### src/rtl/pwm16_pkg.sv
package pwm16_pkg;

  // Timebase events evaluated on an enabled tick
  typedef struct packed {
    logic match;
    logic wrap;
  } pwm_evt_t;

endpackage

### src/rtl/pwm16_timebase.sv
module pwm16_timebase #(
  parameter int CNT_W = 16
) (
  input  logic             clk,
  input  logic             rst,
  input  logic             tick,
  output logic [CNT_W-1:0] cnt,
  output logic [CNT_W-1:0] cnt_nxt,
  output logic             wrap
);

  localparam logic [CNT_W-1:0] TOP = '1;

  assign cnt_nxt = cnt + CNT_W'(1);
  assign wrap    = tick && (cnt == TOP);

  always_ff @(posedge clk) begin
    if (rst)       cnt <= '0;
    else if (tick) cnt <= cnt_nxt;
  end

  // advance by one per tick
  a_r1_advance: assert property (@(posedge clk) disable iff (rst)
    tick |=> (cnt == CNT_W'($past(cnt) + CNT_W'(1))));

  // hold without a tick
  a_r1_hold: assert property (@(posedge clk) disable iff (rst)
    !tick |=> $stable(cnt));

endmodule

### src/rtl/pwm16_cmp_reg.sv
module pwm16_cmp_reg #(
  parameter int CNT_W  = 16,
  parameter int BYTE_W = 8,
  localparam int N_BYTES = CNT_W / BYTE_W,
  localparam int ADDR_W  = (N_BYTES > 1) ? $clog2(N_BYTES) : 1
) (
  input  logic              clk,
  input  logic              rst,
  input  logic              wr_en,
  input  logic [ADDR_W-1:0] wr_addr,
  input  logic [BYTE_W-1:0] wr_data,
  output logic [CNT_W-1:0]  cmp,
  output logic              cmp_en
);

  localparam logic [ADDR_W-1:0] TOP_IDX = ADDR_W'(N_BYTES - 1);
  localparam logic [ADDR_W-1:0] LOW_IDX = '0;

  for (genvar g = 0; g < N_BYTES; g++) begin : g_byte
    always_ff @(posedge clk) begin
      if (rst)
        cmp[g*BYTE_W +: BYTE_W] <= '0;
      else if (wr_en && (wr_addr == ADDR_W'(g)))
        cmp[g*BYTE_W +: BYTE_W] <= wr_data;
    end
  end

  // The top-byte write re-arms; it is checked first so that a one-byte build still arms.
  always_ff @(posedge clk) begin
    if (rst)                               cmp_en <= 1'b0;
    else if (wr_en && wr_addr == TOP_IDX)  cmp_en <= 1'b1;
    else if (wr_en && wr_addr == LOW_IDX)  cmp_en <= 1'b0;
  end

  // a low-byte write disarms the comparator
  a_r5_low_disarms: assert property (@(posedge clk) disable iff (rst)
    (wr_en && wr_addr == LOW_IDX && N_BYTES > 1) |=> !cmp_en);

  // a high-byte write arms the comparator
  a_r5_high_arms: assert property (@(posedge clk) disable iff (rst)
    (wr_en && wr_addr == TOP_IDX) |=> cmp_en);

endmodule

### src/rtl/pwm16_out_stage.sv
module pwm16_out_stage #(
  parameter int CNT_W = 16
) (
  input  logic             clk,
  input  logic             rst,
  input  logic             tick,
  input  logic [CNT_W-1:0] cnt_nxt,
  input  logic             wrap,
  input  logic [CNT_W-1:0] cmp,
  input  logic             cmp_en,
  input  logic             irq_en,
  input  logic             flag_clr,
  output logic             pwm_out,
  output logic             match_flag,
  output logic             irq
);

  import pwm16_pkg::*;

  pwm_evt_t evt;
  logic     flag_d;

  assign evt.match = tick && cmp_en && (cnt_nxt == cmp);
  assign evt.wrap  = wrap;
  assign flag_d    = evt.match || (match_flag && !flag_clr);

  // Set has priority over clear
  always_ff @(posedge clk) begin
    if (rst)            pwm_out <= 1'b0;
    else if (evt.match) pwm_out <= 1'b1;
    else if (evt.wrap)  pwm_out <= 1'b0;
  end

  always_ff @(posedge clk) begin
    if (rst) begin
      match_flag <= 1'b0;
      irq        <= 1'b0;
    end else begin
      match_flag <= flag_d;
      irq        <= flag_d && irq_en;
    end
  end

  // a match drives the output high
  a_r2_match_sets: assert property (@(posedge clk) disable iff (rst)
    evt.match |=> pwm_out);

  // a wrap without a match drives the output low
  a_r3_wrap_clears: assert property (@(posedge clk) disable iff (rst)
    (evt.wrap && !evt.match) |=> !pwm_out);

  // the output never rises without a match
  a_r6_no_rise_without_match: assert property (@(posedge clk) disable iff (rst)
    (!pwm_out && !evt.match) |=> !pwm_out);

  // the flag is sticky until cleared
  a_r7_flag_sticky: assert property (@(posedge clk) disable iff (rst)
    (match_flag && !flag_clr) |=> match_flag);

  // the interrupt needs the flag
  a_r8_irq_needs_flag: assert property (@(posedge clk) disable iff (rst)
    irq |-> match_flag);

endmodule

### src/rtl/pwm16_channel.sv
module pwm16_channel #(
  parameter int CNT_W  = 16,
  parameter int BYTE_W = 8,
  localparam int N_BYTES = CNT_W / BYTE_W,
  localparam int ADDR_W  = (N_BYTES > 1) ? $clog2(N_BYTES) : 1
) (
  input  logic              clk,
  input  logic              rst,
  input  logic              tick,
  input  logic              wr_en,
  input  logic [ADDR_W-1:0] wr_addr,
  input  logic [BYTE_W-1:0] wr_data,
  input  logic              irq_en,
  input  logic              flag_clr,
  output logic [CNT_W-1:0]  count,
  output logic              cmp_en,
  output logic              pwm_out,
  output logic              match_flag,
  output logic              irq
);

  logic [CNT_W-1:0] cnt_nxt;
  logic [CNT_W-1:0] cmp;
  logic             wrap;

  pwm16_timebase #(.CNT_W(CNT_W)) u_tb (
    .clk(clk), .rst(rst), .tick(tick),
    .cnt(count), .cnt_nxt(cnt_nxt), .wrap(wrap)
  );

  pwm16_cmp_reg #(.CNT_W(CNT_W), .BYTE_W(BYTE_W)) u_cmp (
    .clk(clk), .rst(rst), .wr_en(wr_en), .wr_addr(wr_addr),
    .wr_data(wr_data), .cmp(cmp), .cmp_en(cmp_en)
  );

  pwm16_out_stage #(.CNT_W(CNT_W)) u_out (
    .clk(clk), .rst(rst), .tick(tick), .cnt_nxt(cnt_nxt), .wrap(wrap),
    .cmp(cmp), .cmp_en(cmp_en), .irq_en(irq_en), .flag_clr(flag_clr),
    .pwm_out(pwm_out), .match_flag(match_flag), .irq(irq)
  );

endmodule

### config.mk
export PLATFORM = sky130hd
export DESIGN_NAME = pwm16_channel
export DESIGN_NICKNAME = d
export VERILOG_FILES = /design/src/rtl/pwm16_pkg.sv /design/src/rtl/pwm16_timebase.sv /design/src/rtl/pwm16_cmp_reg.sv /design/src/rtl/pwm16_out_stage.sv /design/src/rtl/pwm16_channel.sv
export SDC_FILE = /design/constraint.sdc
export NUM_CORES = 1
export LEC_CHECK = 0
export CORE_AREA = 3 3 54 93
export DETAILED_ROUTE_END_ITERATION = 8
export DIE_AREA = 0 0 57 96
export PLACE_DENSITY = 0.7
export SLEW_MARGIN = 0
export SYNTH_ARGS = -nofsm -noshare
export SYNTH_HDL_FRONTEND = slang
export SYNTH_SLANG_ARGS = --single-unit
export TNS_END_PERCENT = 10
### constraint.sdc
create_clock -name clk -period 1.82 [get_ports clk]
set_input_delay 0.273 -clock clk [delete_from_list [all_inputs] [get_ports clk]]
set_output_delay 0.273 -clock clk [all_outputs]
set_load 0.01 [all_outputs]
==> metrics.cfg <==
[global_route]
grt_start_max_net_pins = 37
gr-usage-all-layers_pct = 19.5
grt_pass1_vias = 1765
gr-total-overflow = 0
grt_pass1_wl_mm = 8.28
antenna_found_initial = 0

[placed_design]
gp_congestion = 0.930
dp.final_hpwl_mm = 3.90
numPortBuffers = 34
post-place-ws_ns = -0.109
placedCellCount = 345

[worst_setup_path]
crit_required_ns = 2.04
crit_family = compound AO/OA/AOI/OAI gates
cp_slowest_cell = a2111o_1
endpoint_kind = flip-flop
crit_arrival_ns = 2.05
critPathKind = flip-flop to flip-flop
cp_max_fo = 3
slowest_delay_ns = 0.37
crit_buf_inv = 0
crit_chain = xnor2_2, or3_1, a2111o_1, a211oi_2, o2111ai_2, a21oi_1
start_kind = flip-flop

[routing]
drtAntennaViolNets = 0
firstDrtPassIters = 5
vias_per_cell = 5.30
routed-wl-met3_um = 158
drcViolationCount = 0
via_count = 1866
wl_per_cell_um = 14.1
finalWirelength_mm = 4.96
wirelength_met1_mm = 1.97
wl_met2_mm = 2.76
drtIter0Drc = 50
highest_layer = met4

[timing]
drv_slew = 0
period_minus_slack_ns = 1.83
rsz0062_at_grt = true
fin_skew_ns = 0.00659
tightestPinTransition_ns = 0.470
fmax_mhz = 548
finalHoldViolCount = 0
finalWorstSetupSlack_ns = -0.00539
hold-worst-slack_ns = 0.471
setup-violations-final = 1
fin_crit_sh_pct = 100
max-slew-margin-rel_pct = 68.4

[finish]
drive_above_1_share_pct = 21.6
final_common_cell = nand2_1
stdcell_count = 352
n_antenna_cell = 0
fin_nets = 317
most-common-layout-cells = nand2_1 (38), clkdlybuf4s50_1 (34), buf_4 (32)
syn2layout_area_growth_pct = 34.5

[floorplanning]
core_sq_um = 4400
placement_rows = 32
start_util_pct = 45.3
die_y_um = 96
die_w_um = 57
io_pins = 35
die_area_sq_um = 5470

[power]
irDropWorstVdd_mv = 0.527
p_sw_share_pct = 26.2
internal_power_mw = 1.18
seq_power_share_pct = 52.0
pwr-share-clk_pct = 34.6
switchingPower_mw = 0.418
power_frac_comb_pct = 13.4
p_per_area_nw_per_um2 = 595
p_leak_nw = 0.955

[cts]
clock_sinks = 36
clk_pin_slew_ns = 0.08
clk_path_buf_depth = 2
htree_num_levels = 2
cts_buffers = 5
root_buffer = clkbuf_8
clock_latency_ns = 0.29
cts_tree = done

[outcome]
status = finished with violations
violations = setup timing

[synth]
synth_flop_cell = dfxtp_1
synthCells = 245
synth_seq_area_share_pct = 36.1
synth_edf_count = 0
synth-async-reset-ratio_pct = 0
yosysWarnings = 0
synth_nets = 261
synth.distinct_cells = 46
syn_area_sq_um = 2000
avgSynthCellArea_sq_um = 8.15
ys_seq_elements = 36

[job]
maxCapViolCount = 0

[worst_hold_path]
hold_class = flip-flop to flip-flop

-- tightest hold or removal path, delay by kind of cell (launching register included) --
kind / cells / cell delay (ns)
AND/OR/NAND/NOR: 1 / 0.05
flip-flops: 1 / 0.32
AO/OA/AOI/OAI: 1 / 0.05
-- timing repair --
action | in CTS | in global routing
resized for setup | 10 | 10
setup endpoints to repair | 3 | 7
setup buffers | 0 | 0
gates cloned | 0 | 0
pin swaps | 10 | 7
hold buffers | 0 | 0
-- kinds of logic (layout without fill, tap and decap cells) --
group / after synthesis / count (layout) / share of synthesized area (%)
AND/OR/NAND/NOR: 111 / 111 / 28.1
adder cells (fa/ha/maj): 1 / 1 / 0.626
buffers and inverters: 20 / 76 / 6.83
multiplexers: 1 / 1 / 0.501
AO/OA/AOI/OAI: 45 / 45 / 14.2
flip-flops: 36 / 36 / 36.1
XOR/XNOR: 31 / 31 / 13.6
-- state kept, by name (all words and copies together), names as in the netlist --
name,flops
u_out.pwm_out,1
u_out.irq,1
u_tb.cnt,16
u_cmp.cmp_en,1
u_cmp.cmp,16
u_out.match_flag,1
-- stage by stage --
stage	util [%]	TNS [ns]	cell area, sq um	power (mW)
after floorplan	-	0	2000	0.966
after global placement	57.4	-0.127	2530	1.04
after detailed placement	57.4	-0.289	2530	1.05
after CTS	60.0	-0.0960	2640	1.60
after global routing	61.0	-0.352	2690	1.66
final	61.0	-0.00539	2690	1.60
-- cell type report --
type                       count  area, sq um
fill                         427         1720
clock buffer                   5         68.8
timing repair buffer          68          603
multi-input combinational    189         1200
inverter                       1         3.75
sequential                    36          732
clock inverter                 2         12.5
tap                           51         63.8
-- power groups by stage --
stage                     Clock, mW  Combinational [mW]  Sequential [mW]
after global routing          0.595               0.232            0.835
after detailed placement          0               0.201            0.846
after floorplan                   0               0.119            0.847
after global placement            0               0.199            0.845
after CTS                     0.565               0.208            0.832
final                         0.553               0.214            0.832
-- final timing paths --
| kind | end | from | depth (start not counted) | slack, ns |
|---|---|---|---|---|
| worst min-delay path | u_cmp.cmp[10] | u_cmp.cmp[10] | 2 | 0.47 |
| worst max register to register | u_out.irq | u_tb.cnt[15] | 6 | -0.005 |
| worst max-delay path | u_out.irq | u_tb.cnt[15] | 6 | -0.005 |
| worst min register to register | u_cmp.cmp[10] | u_cmp.cmp[10] | 2 | 0.47 |
-- cells in the mapped netlist, types with 2 or more instances --
cell type,count,area share (%)
nand3_1,17,4.3
o21ai_0,6,1.5
nor3_1,4,1.0
xnor2_1,19,8.3
nor2b_1,3,0.94
clkbuf_8,2,1.4
a21oi_1,25,6.3
or3_1,3,0.94
nand2b_1,6,1.9
clkbuf_1,8,1.5
o31ai_1,2,0.75
nand2_1,38,7.1
a21boi_0,2,0.75
nor2_1,19,3.6
clkbuf_2,2,0.50
buf_6,3,1.7
xor2_1,12,5.3
and2b_1,2,0.75
nor3b_1,2,0.75
and4_1,2,0.88
nand4_1,8,2.5
dfxtp_1,36,36
-- metal layers --
layer	up-vias	global-route usage (%)
met5	-	0
met4	0	7.74
met3	5	2.95
met2	35	37.5
met1	869	20.7
li1	957	-
Power figures use the tool's default switching activity.
